`src/rtl/fxs_pkg.sv`:
```
package fxs_pkg;
  localparam int OPC_W = 4;

  localparam logic [OPC_W-1:0] OPC_LOAD  = 4'h1;
  localparam logic [OPC_W-1:0] OPC_STORE = 4'h2;
  localparam logic [OPC_W-1:0] OPC_ADD   = 4'h3;
  localparam logic [OPC_W-1:0] OPC_JUMP  = 4'h4;
  localparam logic [OPC_W-1:0] OPC_JZERO = 4'h5;
  localparam logic [OPC_W-1:0] OPC_RETI  = 4'h6;

  typedef enum logic [2:0] {
    ST_FETCH,
    ST_DECODE,
    ST_OPND,
    ST_EXEC,
    ST_BOUND
  } fxs_state_e;

  function automatic logic has_operand(input logic [OPC_W-1:0] opc);
    return (opc == OPC_LOAD) || (opc == OPC_STORE) || (opc == OPC_ADD) ||
           (opc == OPC_JUMP) || (opc == OPC_JZERO);
  endfunction
endpackage

```
`src/rtl/fxs_alu.sv`:
```
module fxs_alu #(
  parameter int DATA_W = 8
) (
  input  logic [DATA_W-1:0] acc_in,
  input  logic [DATA_W-1:0] mem_in,
  input  logic              add_sel,
  output logic [DATA_W-1:0] result,
  output logic              zero
);
  always_comb begin
    result = add_sel ? (acc_in + mem_in) : mem_in;
    zero   = (result == '0);
  end
endmodule

```
`src/rtl/fxs_irq_ctx.sv`:
```
module fxs_irq_ctx #(
  parameter int              ADDR_W  = 8,
  parameter logic [ADDR_W-1:0] RST_VEC = '0
) (
  input  logic              clk,
  input  logic              rst,
  input  logic              enter,
  input  logic              leave,
  input  logic [ADDR_W-1:0] pc_in,
  output logic              enabled,
  output logic [ADDR_W-1:0] ret_pc
);
  always_ff @(posedge clk) begin
    if (rst) begin
      enabled <= 1'b1;
      ret_pc  <= RST_VEC;
    end else if (enter) begin
      enabled <= 1'b0;
      ret_pc  <= pc_in;
    end else if (leave) begin
      enabled <= 1'b1;
    end
  end
endmodule

```
`src/rtl/fxs_ctrl.sv`:
```
module fxs_ctrl
  import fxs_pkg::*;
(
  input  logic             clk,
  input  logic             rst,
  input  logic [OPC_W-1:0] opc,
  input  logic             ready_n,
  input  logic             zero,
  input  logic             irq_take,
  output fxs_state_e       state,
  output logic             bus_req,
  output logic             bus_rw,
  output logic             ld_ir,
  output logic             ld_mar,
  output logic             inc_pc,
  output logic             ld_acc,
  output logic             add_sel,
  output logic             jump,
  output logic             irq_enter,
  output logic             ret_do
);
  fxs_state_e nxt;
  logic done;

  assign done = !ready_n;

  always_ff @(posedge clk) begin
    if (rst) state <= ST_FETCH;
    else     state <= nxt;
  end

  always_comb begin
    nxt       = state;
    bus_req   = 1'b0;
    bus_rw    = 1'b1;
    ld_ir     = 1'b0;
    ld_mar    = 1'b0;
    inc_pc    = 1'b0;
    ld_acc    = 1'b0;
    add_sel   = 1'b0;
    jump      = 1'b0;
    irq_enter = 1'b0;
    ret_do    = 1'b0;
    unique case (state)
      ST_FETCH: begin
        bus_req = 1'b1;
        if (done) begin
          ld_ir  = 1'b1;
          inc_pc = 1'b1;
          nxt    = ST_DECODE;
        end
      end
      ST_DECODE: begin
        if (has_operand(opc)) begin
          nxt = ST_OPND;
        end else begin
          ret_do = (opc == OPC_RETI);
          nxt    = ST_BOUND;
        end
      end
      ST_OPND: begin
        bus_req = 1'b1;
        if (done) begin
          ld_mar = 1'b1;
          inc_pc = 1'b1;
          nxt    = ST_EXEC;
        end
      end
      ST_EXEC: begin
        nxt = ST_BOUND;
        if (opc == OPC_LOAD || opc == OPC_ADD) begin
          bus_req = 1'b1;
          add_sel = (opc == OPC_ADD);
          ld_acc  = done;
          if (!done) nxt = ST_EXEC;
        end else if (opc == OPC_STORE) begin
          bus_req = 1'b1;
          bus_rw  = 1'b0;
          if (!done) nxt = ST_EXEC;
        end else if (opc == OPC_JUMP) begin
          jump = 1'b1;
        end else if (opc == OPC_JZERO) begin
          jump = zero;
        end
      end
      ST_BOUND: begin
        irq_enter = irq_take;
        nxt       = ST_FETCH;
      end
      default: nxt = ST_FETCH;
    endcase
  end
endmodule

```
`src/rtl/fxs_sequencer.sv`:
```
module fxs_sequencer
  import fxs_pkg::*;
#(
  parameter int                ADDR_W  = 8,
  parameter int                DATA_W  = 8,
  parameter logic [ADDR_W-1:0] RST_VEC = 8'h00,
  parameter logic [ADDR_W-1:0] IRQ_VEC = 8'hF0
) (
  input  logic              clk,
  input  logic              rst,
  output logic [ADDR_W-1:0] bus_addr,
  output logic              bus_req,
  output logic              bus_rw,
  output logic [DATA_W-1:0] bus_wdata,
  input  logic [DATA_W-1:0] bus_rdata,
  input  logic              bus_ready_n,
  input  logic              irq,
  output logic [ADDR_W-1:0] pc_q,
  output logic [DATA_W-1:0] ir_q,
  output logic [DATA_W-1:0] acc_q
);
  localparam int PAD_W = ADDR_W - DATA_W;

  fxs_state_e        state;
  logic              ld_ir, ld_mar, inc_pc, ld_acc, add_sel, jump;
  logic              irq_enter, ret_do, irq_en, irq_take, fetch_ph;
  logic              zf_q, alu_zero;
  logic [DATA_W-1:0] alu_res;
  logic [ADDR_W-1:0] mar_q, ret_pc, rdata_addr;

  generate
    if (PAD_W > 0) begin : g_pad
      assign rdata_addr = {{PAD_W{1'b0}}, bus_rdata};
    end else begin : g_trunc
      assign rdata_addr = bus_rdata[ADDR_W-1:0];
    end
  endgenerate

  assign irq_take = irq && irq_en;
  assign fetch_ph = (state == ST_FETCH) || (state == ST_OPND);

  fxs_ctrl u_ctrl (
    .clk(clk), .rst(rst), .opc(ir_q[DATA_W-1 -: OPC_W]), .ready_n(bus_ready_n),
    .zero(zf_q), .irq_take(irq_take), .state(state), .bus_req(bus_req),
    .bus_rw(bus_rw), .ld_ir(ld_ir), .ld_mar(ld_mar), .inc_pc(inc_pc),
    .ld_acc(ld_acc), .add_sel(add_sel), .jump(jump), .irq_enter(irq_enter),
    .ret_do(ret_do)
  );

  fxs_alu #(.DATA_W(DATA_W)) u_alu (
    .acc_in(acc_q), .mem_in(bus_rdata), .add_sel(add_sel),
    .result(alu_res), .zero(alu_zero)
  );

  fxs_irq_ctx #(.ADDR_W(ADDR_W), .RST_VEC(RST_VEC)) u_irq (
    .clk(clk), .rst(rst), .enter(irq_enter), .leave(ret_do), .pc_in(pc_q),
    .enabled(irq_en), .ret_pc(ret_pc)
  );

  always_ff @(posedge clk) begin
    if (rst) begin
      pc_q  <= RST_VEC;
      ir_q  <= '0;
      mar_q <= '0;
      acc_q <= '0;
      zf_q  <= 1'b0;
    end else begin
      if (irq_enter)   pc_q <= IRQ_VEC;
      else if (ret_do) pc_q <= ret_pc;
      else if (jump)   pc_q <= mar_q;
      else if (inc_pc) pc_q <= pc_q + 1'b1;
      if (ld_ir)  ir_q  <= bus_rdata;
      if (ld_mar) mar_q <= rdata_addr;
      if (ld_acc) begin
        acc_q <= alu_res;
        zf_q  <= alu_zero;
      end
    end
  end

  assign bus_addr  = fetch_ph ? pc_q : mar_q;
  assign bus_wdata = acc_q;
endmodule

```
`config.mk`:
```
export PLATFORM = sky130hd
export DESIGN_NAME = fxs_sequencer
export DESIGN_NICKNAME = d
export VERILOG_FILES = /design/src/rtl/fxs_pkg.sv /design/src/rtl/fxs_alu.sv /design/src/rtl/fxs_irq_ctx.sv /design/src/rtl/fxs_ctrl.sv /design/src/rtl/fxs_sequencer.sv
export SDC_FILE = /design/constraint.sdc
export NUM_CORES = 1
export LEC_CHECK = 0
export BUFFER_PORTS_ARGS = -buffer_cell sky130_fd_sc_hd__buf_2
export CAP_MARGIN = 30
export CORE_MARGIN = 3
export CORE_UTILIZATION = 43
export CTS_CLUSTER_SIZE = 14
export DETAILED_ROUTE_END_ITERATION = 8
export GPL_TIMING_DRIVEN = 0
export PLACE_DENSITY = 0.67
export SETUP_SLACK_MARGIN = 0.05
export SLEW_MARGIN = 20
export SYNTH_ARGS = -nofsm -noshare
export SYNTH_HDL_FRONTEND = slang
export SYNTH_HIERARCHICAL = 1
export SYNTH_SLANG_ARGS = --single-unit
```
`constraint.sdc`:
```
create_clock -name clk -period 2.25 [get_ports clk]
set_input_delay 0.225 -clock clk [delete_from_list [all_inputs] [get_ports clk]]
set_output_delay 0.225 -clock clk [all_outputs]
set_load 0.01 [all_outputs]
```
# Word level (Yosys, flattened, before mapping)

Cells that the tools add are included.

Register bits: 45
Bits of input ports: 12
Output and inout bits: 42
Logic and storage cells: 76

Add/sub/neg operators: 2
Equality and inequality tests: 12
Multiplexer cells: 37
Reduce and logical (&&, ||, !) cells: 16

Operators by type and width:

| kind                | count |
|---|---|
| $mux 8              | 6 |
| $mux 1              | 23 |
| $mux 3              | 6 |
| $eq 4x3->1 const B  | 3 |
| $pmux 3 s4          | 1 |
| $add 8x1->8 const B | 1 |
| $add 8x8->8         | 1 |
| $eq 4x2->1 const B  | 2 |
| $logic_not 8->1     | 1 |
| $eq 3x2->1 const B  | 2 |
| $logic_or 1x1->1    | 6 |
| $eq 4x1->1 const B  | 1 |
| $ne 2x2->1 const B  | 2 |
| $reduce_bool 4->1   | 1 |
| $reduce_or 2->1     | 2 |
| $eq 3x1->1 const B  | 1 |
| $eq 3x3->1 const B  | 1 |
| $logic_not 3->1     | 1 |
| $reduce_bool 3->1   | 1 |
| $pmux 1 s2          | 1 |
| $reduce_and 2->1    | 1 |
| $reduce_bool 2->1   | 1 |
| $logic_and 1x1->1   | 1 |
| $logic_not 1->1     | 1 |

# Logic depth before layout (Yosys ltp)

Depth in word-level cells: 9
Depth in mapped cells: 12
Gate-level depth less buffers: 11

# Cells and area by module

The synthesis kept the hierarchy.

Modules (own cells, without submodules):

| module        | times used | cells each | area an instance (µm²) | seq. area each (µm²) |
|---|---|---|---|---|
| fxs_sequencer | 1          | 179        | 1651.6                 | 660.6 |
| fxs_alu       | 1          | 63         | 465.4                  | 0.0 |
| fxs_irq_ctx   | 1          | 29         | 317.8                  | 180.2 |
| fxs_ctrl      | 1          | 39         | 264.0                  | 60.1 |

# Worst setup path after synthesis

Ideal clock, no wire load.

Kind: flip-flop to flip-flop
From: register u_ctrl.state[1]
To: register zf_q
Library setup time: 65 ps
Arrival time: 2420 ps
Data required time: 2185 ps
Slack: -235 ps
Stages on the path, launching flop included: 11
Path buffers: 1
Period minus slack after synthesis: 2485 ps
Cell sequence: dfxtp_1 -> buf_2 -> nor3b_1 -> nand3_1 -> nor2_1 -> mux2_2 -> nand2b_1 -> a2111o_1 -> a2111oi_2 -> mux2i_1 -> nor2_1

Word-level cells in the longest chain between the ends: 4
Elaborated cells between the ends (all ways): 5
Classes of those cells: eq/ne (1); mux (3); reduce/logical (1)

RTL lines:

| element                  | RTL line            | source |
|---|---|---|
| start: declaration       | fxs_ctrl.sv:10      | `output fxs_state_e state,` |
| start signal: assignment | fxs_ctrl.sv:29      | `else state <= nxt;` |
| $eq 3x2->1               | fxs_ctrl.sv:44      | `unique case (state)` |
| $mux 1                   | fxs_ctrl.sv:44      |  |
| named net add_sel        | fxs_sequencer.sv:25 | `logic ld_ir, ld_mar, inc_pc, ld_acc, add_sel, jump;` |
| $mux 8                   | fxs_alu.sv:11       | `result = add_sel ? (acc_in + mem_in) : mem_in;` |
| named net alu_res[2]     | fxs_sequencer.sv:28 | `logic [DATA_W-1:0] alu_res;` |
| $logic_not 8->1          | fxs_alu.sv:12       | `zero = (result == '0);` |
| named net alu_zero       | fxs_sequencer.sv:27 | `logic zf_q, alu_zero;` |
| end signal: assignment   | fxs_sequencer.sv:76 | `zf_q <= alu_zero;` |
| end: declaration         | fxs_sequencer.sv:27 |  |

The timed path passes the listed nets, and every way through them passes these cells.
A chain may end at the register's enable or synchronous reset.

# Final worst setup path

From: register acc_q[0]
To: register zf_q

Word-level cells in the longest chain between the ends: 3

RTL lines:

| element                  | RTL line            | source |
|---|---|---|
| start: declaration       | fxs_sequencer.sv:20 | `output logic [DATA_W-1:0] acc_q` |
| start signal: assignment | fxs_sequencer.sv:75 | `acc_q <= alu_res;` |
| $add 8x8->8              | fxs_alu.sv:11       |  |
| $mux 8                   | fxs_alu.sv:11       |  |
| $logic_not 8->1          | fxs_alu.sv:12       |  |
| named net alu_zero       | fxs_sequencer.sv:27 |  |

The timed path passes the listed nets, and every way through them passes these cells.

==> impl_metrics.ini <==
[placed_design]
gp_congestion = 0.895
post_dp_cell_area_mm2 = 0.00311
io_buffers = 53
hpwl_um = 4940

[sta]
fmax_mhz = 430
fin_crit_sh_pct = 103
setup_violations = 1
drv_slew = 0
fin_tns_setup_ps = -76.3
relSlewSlack_pct = 41.9
finClkSkew_ps = 7.53
fin_ws_ps = -76.3
hold_viol = 0
period_minus_slack_ps = 2330
rsz0062_at_grt = true
worst_pin_slew_ps = 868
hold_slack_ps = 153

[pwr]
power_frac_comb_pct = 15.6
p_sw_mw = 0.463
power_density_mw_per_mm2 = 526
ir_worst_vdd_uv = 253
pwr-share-seq_pct = 49.7
swShare_pct = 26.6
p_leak_nw = 1.39
p_int_mw = 1.28
p_clk_share_pct = 34.7

[setup_path]
crit_type = flop to flop
crit_path_end_kind = flop
reg2reg_depth = 11
slowest_stage = a2111o_1
worstPathRequired_ps = 2480
critPathLaunchType = flop
reg2reg_from = acc_q[0]
critPathArrivalTime_ps = 2560
critPathBufInv = 1
critPathMaxStageDelay_ps = 460
crit_chain = ha_4 > inv_1 > fa_2 > nand2b_4 > nand2b_1 > a21oi_1 > xnor2_1 > a2111o_1 > a2111oi_2 > mux2i_1 > nor2_1
reg2reg_to = zf_q
crit_path_max_fanout = 3
r2r_slack_ps = -80
crit_family = compound AO/OA/AOI/OAI gates

[yosys]
post_synth_instance_area_mm2 = 0.00270
synth_edf_count = 0
yosys.cell_types.count = 53
synth_top_area_share_pct = 33.4
synth_top_cell_by_area = dfxtp_1
yosysMostFrequentCell = nor2_1
syn_nets = 331
ys_ff_latch = 45
synthTopCellsByCount = nor2_1 (48), dfxtp_1 (45), mux2i_1 (38), nor3_1 (13), a21oi_1 (12)
synth_area_leaders = dfxtp_1 (33%), mux2i_1 (14%), nor2_1 (6.7%), mux2_2 (4.6%), ha_1 (3.7%)
async_reset_ff_share_pct = 0
ys_seq_area_share_pct = 33.4
yosysWarnings = 6
syn_inst = 310
syn_avg_cell_area_um2 = 8.71
yosys_most_used_dff = dfxtp_1

[clock_network]
cts-root-buf = clkbuf_8
cts_tree = built
hold_buffers = 0
clk_pin_slew_ps = 90
cts_sinks = 45
clkLatencyLatePin_ps = 290
cts-htree-levels = 2
cts_buffer_depth = 2
cts_buffers = 5

[route]
drt_iter0_drc = 104
routed_wl_um = 6590
avgRoutedWirePerCell_um = 14.7
drtAntennaViolNets = 0
drcViolationCount = 0
drt_pre_antenna_iters = 4
num_vias = 2401
vias_per_cell = 5.35

[layout]
antennaDiodeCount = 0
fillers = 565
nets = 394
drive_above_1_share_pct = 30.7
syn_to_final_growth_pct = 22.6
seq_area_um2 = 908
final_util_pct = 55.2
multi_input_area_mm2 = 0.00171
fin_area_mm2 = 0.00331

[global_routing]
grt_pass1_wl_um = 10900
gr-usage-met3_pct = 3.69
grt_max_degree = 15
grt_pass1_vias = 2219
busiest_layer = met2
grtUsageMet1_pct = 25.8
grt_use_total_pct = 18.4
met2_usage_pct = 28.6
antenna_found_initial = 0
grt_overflow = 0

[floorplan]
die_area_mm2 = 0.00726
die_h_um = 85.2
die_w_um = 85.2
initial_core_util_pct = 45.1
core_area_mm2 = 0.00599
rows = 28
io_pins = 54

[hold_path]
min_from = rst
holdPathEnd = u_ctrl/state[2]
hold_path_class = primary input to flop
min_path_cells = 2

[outcome]
violations = setup timing
outcome = finished with violations

[job]
drv_cap = 0
==> cell usage in the layout (no fill, tap or decap), types with 6 or more instances in the layout <==
cell / instances
xnor2_1: 7
clkbuf_1: 8
buf_4: 12
inv_1: 8
o21ai_0: 6
nand3_1: 8
nor2_1: 47
nand2_1: 11
mux2i_1: 38
buf_2: 57
dfxtp_1: 41
ha_1: 7
mux2_2: 10
nand2b_1: 6
a21oi_1: 11
nor3_1: 12
==> worst reg2reg max path: cells and delay by family (launching register included) <==
family,cells,cell delay [ps]
mux,1,120
flops,1,370
compound gates,3,740
simple gates,3,320
xor+xnor,1,160
fa+ha+maj,2,500
buf+inv,1,50
==> logic make-up (layout without fill, tap and decap cells) <==
logic type	after synthesis	count (layout)	synth area share (%)
buffers and inverters	34	98	6.77
flip-flops	45	45	33.4
adder cells (fa/ha/maj)	9	9	4.45
multiplexers	50	50	19.1
XOR/XNOR	8	8	2.60
AND/OR/NAND/NOR	114	114	21.2
AO/OA/AOI/OAI	50	50	12.5
==> per-stage QoR <==
stage / setup WS, ps / instances / power [mW]
final: -76.3 / 449 / 1.74
after global routing: -144 / 449 / 1.83
after CTS: -40.4 / 450 / 1.75
after detailed placement: -167 / 438 / 1.15
after global placement: -117 / 438 / 1.14
after floorplan: 83.3 / 310 / 1.05
==> power by group through the flow <==
stage                     sequential, mW  clock (mW)  combinational [mW]
after floorplan                    0.880           0               0.170
after global placement             0.879           0               0.260
after detailed placement           0.881           0               0.265
after CTS                          0.863       0.622               0.270
after global routing               0.870       0.657               0.298
final                              0.864       0.604               0.271
==> worst max-delay path by stage <==
stage | startpoint | to | cells past startpoint | slack (ps)
2_1_floorplan | acc_q[0] | zf_q | 10 | 80
3_3_place_gp | u_ctrl/state[1] | zf_q | 12 | -120
3_5_place_dp | u_ctrl/state[1] | zf_q | 12 | -170
4_1_cts | acc_q[0] | zf_q | 11 | -40
5_1_grt | u_ctrl/state[1] | zf_q | 10 | -140
6_report | acc_q[0] | zf_q | 11 | -80
==> state kept, by name, indices dropped and copies added (netlist names) <==
name and count:
acc_q 8, ir_q 8, mar_q 8, pc_q 8, u_ctrl/state 3, u_irq/enabled 1
u_irq/ret_pc 8, zf_q 1
==> final cells by class <==
type | instances | area share (%)
Buffer | 25 | 4.95
Clock buffer | 6 | 2.19
Clock inverter | 2 | 1.06
Inverter | 8 | 0.907
Multi-Input combinational cell | 231 | 51.7
Sequential cell | 45 | 27.4
Tap cell | 75 | 2.84
Timing Repair Buffer | 57 | 8.92
==> layer usage <==
layer	share of wire [%]	vias to the layer above
met2	46	56
met3	4.1	4
met5	0	-
met1	49	1119
met4	0.93	0
li1	-	1222
==> what timing repair did <==
item	in CTS	in global routing
resized for setup	8	11
buffers inserted	4	0
endpoints found under the setup margin	8	15
pin swaps	3	5
hold endpoints to repair	0	0
Note: power is estimated with default switching activity, not from simulation.
